[src/rtl/cfgWinPkg.sv]
package cfgWinPkg;
  localparam int BASE_LSB = 26;
  localparam int BASE_W   = 32 - BASE_LSB;
  localparam int BUS_W    = 8;

  typedef struct packed {
    logic             selCfg;
    logic             fwdCfg;
    logic             fwdPth;
    logic             stall;
    logic [BUS_W-1:0] busMask;
  } ctlStrobes_t;
endpackage

[src/rtl/cfgWinCtrl.sv]
module cfgWinCtrl
  import cfgWinPkg::*;
#(
  parameter int ADDR_W = 40
) (
  input  logic                     clk,
  input  logic                     rstN,
  input  logic                     lgcWrEn,
  input  logic                     wrEnBit,
  input  logic [1:0]               wrSize,
  input  logic [BASE_W-1:0]        wrBase,
  input  logic                     memValid,
  input  logic [ADDR_W-1:BASE_LSB] addrHi,
  output ctlStrobes_t              strb,
  output logic [31:0]              winCtrlRd
);
  localparam int HI_W = ADDR_W - 32;

  logic              winEn;
  logic [1:0]        sizeSel;
  logic [BASE_W-1:0] baseHi;
  logic              hit;

  function automatic logic [BASE_W-1:0] baseMaskOf(input logic [1:0] sz);
    case (sz)
      2'd1:    baseMaskOf = {{(BASE_W-1){1'b1}}, 1'b0};
      2'd2:    baseMaskOf = {BASE_W{1'b1}};
      default: baseMaskOf = {{(BASE_W-2){1'b1}}, 2'b00};
    endcase
  endfunction

  function automatic logic [BUS_W-1:0] busMaskOf(input logic [1:0] sz);
    case (sz)
      2'd1:    busMaskOf = {1'b0, {(BUS_W-1){1'b1}}};
      2'd2:    busMaskOf = {2'b00, {(BUS_W-2){1'b1}}};
      default: busMaskOf = {BUS_W{1'b1}};
    endcase
  endfunction

  always_ff @(posedge clk) begin
    if (!rstN) begin
      winEn   <= 1'b0;
      sizeSel <= 2'd0;
      baseHi  <= '0;
    end else if (lgcWrEn) begin
      winEn   <= wrEnBit;
      sizeSel <= wrSize;
      baseHi  <= wrBase & baseMaskOf(wrSize);
    end
  end

  always_comb begin
    hit = winEn
       && (addrHi[ADDR_W-1:32] == {HI_W{1'b0}})
       && ((addrHi[31:BASE_LSB] & baseMaskOf(sizeSel)) == baseHi);
    strb.selCfg  = hit;
    strb.stall   = lgcWrEn;
    strb.fwdCfg  = memValid && hit && !lgcWrEn;
    strb.fwdPth  = memValid && !hit && !lgcWrEn;
    strb.busMask = busMaskOf(sizeSel);
    winCtrlRd    = {baseHi, {(BASE_LSB-3){1'b0}}, sizeSel, winEn};
  end
endmodule

[src/rtl/cfgWinDatapath.sv]
module cfgWinDatapath
  import cfgWinPkg::*;
#(
  parameter int ADDR_W = 40,
  parameter int DATA_W = 32
) (
  input  ctlStrobes_t         strb,
  input  logic                memWrite,
  input  logic [ADDR_W-1:0]   memAddr,
  input  logic [DATA_W/8-1:0] memBe,
  input  logic [DATA_W-1:0]   memWdata,
  output logic                memReady,
  output logic                pthValid,
  input  logic                pthReady,
  output logic                pthWrite,
  output logic [ADDR_W-1:0]   pthAddr,
  output logic [DATA_W/8-1:0] pthBe,
  output logic [DATA_W-1:0]   pthWdata,
  output logic                cfgValid,
  input  logic                cfgReady,
  output logic                cfgWrite,
  output logic [BUS_W-1:0]    cfgBus,
  output logic [4:0]          cfgDev,
  output logic [2:0]          cfgFunc,
  output logic [3:0]          cfgExtReg,
  output logic [7:0]          cfgReg,
  output logic [DATA_W/8-1:0] cfgBe,
  output logic [DATA_W-1:0]   cfgWdata
);
  always_comb begin
    memReady  = !strb.stall && (strb.selCfg ? cfgReady : pthReady);
    pthValid  = strb.fwdPth;
    pthWrite  = memWrite;
    pthAddr   = memAddr;
    pthBe     = memBe;
    pthWdata  = memWdata;
    cfgValid  = strb.fwdCfg;
    cfgWrite  = memWrite;
    cfgBus    = memAddr[27:20] & strb.busMask;
    cfgDev    = memAddr[19:15];
    cfgFunc   = memAddr[14:12];
    cfgExtReg = memAddr[11:8];
    cfgReg    = memAddr[7:0];
    cfgBe     = memBe;
    cfgWdata  = memWdata;
  end
endmodule

[src/rtl/cfgWinDecoder.sv]
module cfgWinDecoder
  import cfgWinPkg::*;
#(
  parameter int ADDR_W = 40,
  parameter int DATA_W = 32
) (
  input  logic                clk,
  input  logic                rstN,
  input  logic                lgcWrEn,
  input  logic [31:0]         lgcWrData,
  output logic [31:0]         winCtrlRd,
  input  logic                memValid,
  output logic                memReady,
  input  logic                memWrite,
  input  logic [ADDR_W-1:0]   memAddr,
  input  logic [DATA_W/8-1:0] memBe,
  input  logic [DATA_W-1:0]   memWdata,
  output logic                pthValid,
  input  logic                pthReady,
  output logic                pthWrite,
  output logic [ADDR_W-1:0]   pthAddr,
  output logic [DATA_W/8-1:0] pthBe,
  output logic [DATA_W-1:0]   pthWdata,
  output logic                cfgValid,
  input  logic                cfgReady,
  output logic                cfgWrite,
  output logic [7:0]          cfgBus,
  output logic [4:0]          cfgDev,
  output logic [2:0]          cfgFunc,
  output logic [3:0]          cfgExtReg,
  output logic [7:0]          cfgReg,
  output logic [DATA_W/8-1:0] cfgBe,
  output logic [DATA_W-1:0]   cfgWdata
);
  ctlStrobes_t strb;

  cfgWinCtrl #(.ADDR_W(ADDR_W)) ctrl_i (
    .clk(clk), .rstN(rstN), .lgcWrEn(lgcWrEn),
    .wrEnBit(lgcWrData[0]), .wrSize(lgcWrData[2:1]),
    .wrBase(lgcWrData[31:BASE_LSB]),
    .memValid(memValid), .addrHi(memAddr[ADDR_W-1:BASE_LSB]),
    .strb(strb), .winCtrlRd(winCtrlRd)
  );

  cfgWinDatapath #(.ADDR_W(ADDR_W), .DATA_W(DATA_W)) dp_i (
    .strb(strb), .memWrite(memWrite), .memAddr(memAddr), .memBe(memBe),
    .memWdata(memWdata), .memReady(memReady),
    .pthValid(pthValid), .pthReady(pthReady), .pthWrite(pthWrite),
    .pthAddr(pthAddr), .pthBe(pthBe), .pthWdata(pthWdata),
    .cfgValid(cfgValid), .cfgReady(cfgReady), .cfgWrite(cfgWrite),
    .cfgBus(cfgBus), .cfgDev(cfgDev), .cfgFunc(cfgFunc),
    .cfgExtReg(cfgExtReg), .cfgReg(cfgReg), .cfgBe(cfgBe), .cfgWdata(cfgWdata)
  );
endmodule

[config.mk]
export PLATFORM = sky130hd
export DESIGN_NAME = cfgWinDecoder
export DESIGN_NICKNAME = d
export VERILOG_FILES = /design/src/rtl/cfgWinPkg.sv /design/src/rtl/cfgWinCtrl.sv /design/src/rtl/cfgWinDatapath.sv /design/src/rtl/cfgWinDecoder.sv
export SDC_FILE = /design/constraint.sdc
export NUM_CORES = 1
export LEC_CHECK = 0
export BUFFER_PORTS_ARGS = -buffer_cell sky130_fd_sc_hd__buf_4
export CAP_MARGIN = 15
export CORE_AREA = 2 2 112 114
export DETAILED_ROUTE_END_ITERATION = 12
export DIE_AREA = 0 0 114 116
export GPL_TIMING_DRIVEN = 0
export SYNTH_ARGS = -nofsm -noshare
export SYNTH_HDL_FRONTEND = slang
export SYNTH_SLANG_ARGS = --single-unit
[constraint.sdc]
create_clock -name clk -period 1.4 [get_ports clk]
set_clock_uncertainty 0.1 [all_clocks]
set_input_delay 0.07 -clock clk [delete_from_list [all_inputs] [get_ports clk]]
set_output_delay 0.07 -clock clk [all_outputs]
set_load 0.05 [all_outputs]
==> impl_metrics.env <==
export IMPL_status="finished, violations left"
export IMPL_violations="negative hold slack, negative setup slack"
export IMPL_track_usage_pct=6.28
export IMPL_grt_max_degree=11
export IMPL_synthAdderAreaFrac_pct=2.09
export IMPL_leakagePower_uw=0.00208
export IMPL_hold_depth=3
export IMPL_die_area_sq_um=13200
export IMPL_design_area_sq_um=3650
export IMPL_crit_chain="inv_4 -> ha_4 -> nor2b_4 -> xnor2_2 -> nand4_2 -> and3b_2 -> buf_8"
export IMPL_dpl_instance_area_sq_um=3470
export IMPL_h_tree_depth=1
export IMPL_synth_area_sq_um=1800
export IMPL_crit_path_start="ctrl_i.sizeSel[0]"
export IMPL_synth_top_family_by_area="buffers and inverters"
export IMPL_drc=0
export IMPL_grt_pass1_wl_mm=6.89
export IMPL_antenna_found_initial=0
export IMPL_synthXorXnorAreaFrac_pct=2.92
export IMPL_core_sq_um=11900
export IMPL_cts_tree="yes"
export IMPL_fin_cells=582
export IMPL_timing_hold_ws_ns=-0.00253
export IMPL_critical_path_buf_inv_count=2
export IMPL_pre_cts_ws_ns=-0.296
export IMPL_avgRoutedWirePerCell_microns=9.24
export IMPL_cts_num_sinks=9
export IMPL_cts_root_buf="clkbuf_16"
export IMPL_synthSimpleGateAreaFrac_pct=9.82
export IMPL_async_flop_share_pct=0
export IMPL_area_growth_pct=103
export IMPL_drt_wl_total_mm=5.38
export IMPL_regToRegEndpoint="ctrl_i.sizeSel[1]"
export IMPL_period_share_pct=132
export IMPL_ant_nets=0
export IMPL_powerDensity_nw_per_um2=733
export IMPL_overflow=0
export IMPL_synth_top_area_share_pct=68.5
export IMPL_cts_reportedPaths_clkPinSlew_ns=0.04
export IMPL_synth_cell_types=25
export IMPL_r2r_start="ctrl_i.sizeSel[1]"
export IMPL_place_gp_congestion=0.701
export IMPL_setup_viol=3
export IMPL_maxCapViolCount=0
export IMPL_hp_start="lgcWrData[28]"
export IMPL_drtIter0Drc=20
export IMPL_finalCriticalPeriod_ns=1.85
export IMPL_slowest_stage="dfxtp_4"
export IMPL_synthMuxAreaShare_pct=4.46
export IMPL_yosysWarnings=0
export IMPL_crit_family="simple AND/OR/NAND/NOR gates"
export IMPL_die_y_microns=116
export IMPL_synth_top_area_cell="buf_4"
export IMPL_fin_ws_ns=-0.448
export IMPL_final_util_pct=30.6
export IMPL_hold_end="ctrl_i.baseHi[2]"
export IMPL_slowest_delay_ns=0.35
export IMPL_ys_ff_latch=9
export IMPL_regArea_sq_um=191
export IMPL_synth_area_leaders="buf_4 (69%), dfxtp_1 (10%), mux2i_1 (4.5%)"
export IMPL_rows=40
export IMPL_crit_required_ns=1.23
export IMPL_antenna_cells=0
export IMPL_worst_path_max_fanout=2
export IMPL_worstSetupPathType="flop to primary output"
export IMPL_yosysMostFrequentCell="buf_4"
export IMPL_fp_dieW_microns=114
export IMPL_reg2regPathDepth=3
export IMPL_drt_first_pass_iters=2
export IMPL_port_buffers=181
export IMPL_rsz0062_at_grt="yes"
export IMPL_start_kind="flop"
export IMPL_critPathArrivalTime_ns=1.68
export IMPL_r2r_slack_ns=0.50
export IMPL_synth_edf_count=0
export IMPL_report_final_slew_viol_count=0
export IMPL_multi_input_area_sq_um=524
export IMPL_via_per_inst=3.20
export IMPL_synth_common_cells="buf_4 (164), dfxtp_1 (9), nor2b_1 (9), mux2i_1 (8), xor2_1 (4)"
export IMPL_ioPinCount=292
export IMPL_clock_path_buffers=2
export IMPL_synth_compound_area_share_pct=0.766
export IMPL_avgSynthCellArea_sq_um=8.02
export IMPL_grt_pass1_vias=1629
export IMPL_cts_buffers=3
export IMPL_vias=1863
export IMPL_hold_viol_final=2
export IMPL_nets=554
export IMPL_fmax_mhz=541
export IMPL_worstHoldPathType="input port to flop"
export IMPL_seq_area_frac_synth_pct=10.0
export IMPL_end_kind="primary output"
export IMPL_clock_latency_ns=0.23
export IMPL_n_fill_cell=1278
export IMPL_synthFlopType="dfxtp_1"
export IMPL_dpl_hpwl_mm=4.84
export IMPL_peakVddDrop_mv=0.470
export IMPL_initial_core_util_pct=15.1
export IMPL_syn_inst=224
export IMPL_place_inst=574
export IMPL_drive_gt1_share_pct=85.5
-- report_power, final --
| part | internal [uW] | switching (uW) |
|---|---|---|
| Sequential | 272 | 15.5 |
| Clock | 380 | 122 |
| Combinational | 697 | 1190 |
-- registers in the layout, indices dropped and copies added (netlist names) --
name            cells
ctrl_i.baseHi       6
ctrl_i.winEn        1
ctrl_i.sizeSel      2
-- per-layer routing --
metal / track usage [%] / part of all wire [%] / vias up
met5: 0 / 0 / -
met4: 1.46 / 0.60 / 0
met3: 1.15 / 12 / 5
met2: 13.3 / 58 / 136
met1: 6.16 / 29 / 793
li1: - / - / 929
-- kinds of logic after synthesis --
| kind of cell | count (synthesis) |
|---|---|
| adders and majority gates | 3 |
| buffers and inverters | 169 |
| muxes | 8 |
| other | 1 |
| xor gates and xnor gates | 6 |
| DFF | 9 |
| AOI/OAI and AO/OA | 2 |
| and+or+nand+nor | 26 |
-- repair_timing --
item	in CTS	in global routing
hold buffers	1	0
endpoints found under the setup margin	3	5
endpoints found under the hold margin	1	0
resized for setup	12	3
pin swaps	2	2
buffers inserted	2	1
-- worst register-to-register path, delay by kind of cell (launching register included) --
family | cells | cell delay, ns
buffers and inverters | 1 | 0.15
DFF | 1 | 0.35
muxes | 1 | 0.13
and+or+nand+nor | 1 | 0.06
-- worst max-delay path by stage --
stage,endpoint,slack (ns),depth (start not counted)
2_1_floorplan,cfgValid,-0.43,6
3_3_place_gp,pthValid,-0.28,7
3_5_place_dp,pthValid,-0.30,7
4_1_cts,pthValid,-0.44,7
5_1_grt,cfgValid,-0.56,7
6_report,pthValid,-0.45,7
-- cells in the final DEF (no fill, tap or decap), drive strengths merged, types with 2 or more instances in the layout --
master / Yosys / layout
nor3b: 2 / 2
xnor2: 2 / 2
nand2: 2 / 2
inv: 3 / 3
and2: 2 / 2
conb: 1 / 23
nand2b: 3 / 3
buf: 166 / 350
dfxtp: 9 / 9
ha: 3 / 3
clkbuf: 0 / 4
xor2: 4 / 4
nand4: 2 / 2
mux2i: 8 / 8
nor2b: 9 / 9
-- stage by stage --
| step | hold slack [ns] | setup TNS [ns] | total power (uW) |
|---|---|---|---|
| after global placement | 0.226 | -0.798 | 2140 |
| after detailed placement | 0.234 | -0.864 | 2150 |
| after global routing | 0.00519 | -1.63 | 2780 |
| final | -0.00253 | -1.29 | 2670 |
| after CTS | 0.000141 | -1.26 | 2680 |
| after floorplan | 0.0917 | -0.993 | 1710 |
-- area by class of cell --
cell class	instances	area share [%]
timing repair buffer	185	38.8
buffer	166	34.0
inverter	3	0.377
clock buffer	4	2.16
multi-input combinational	68	14.4
tap	147	5.04
sequential	9	5.25
Power figures use the tool's default switching activity.
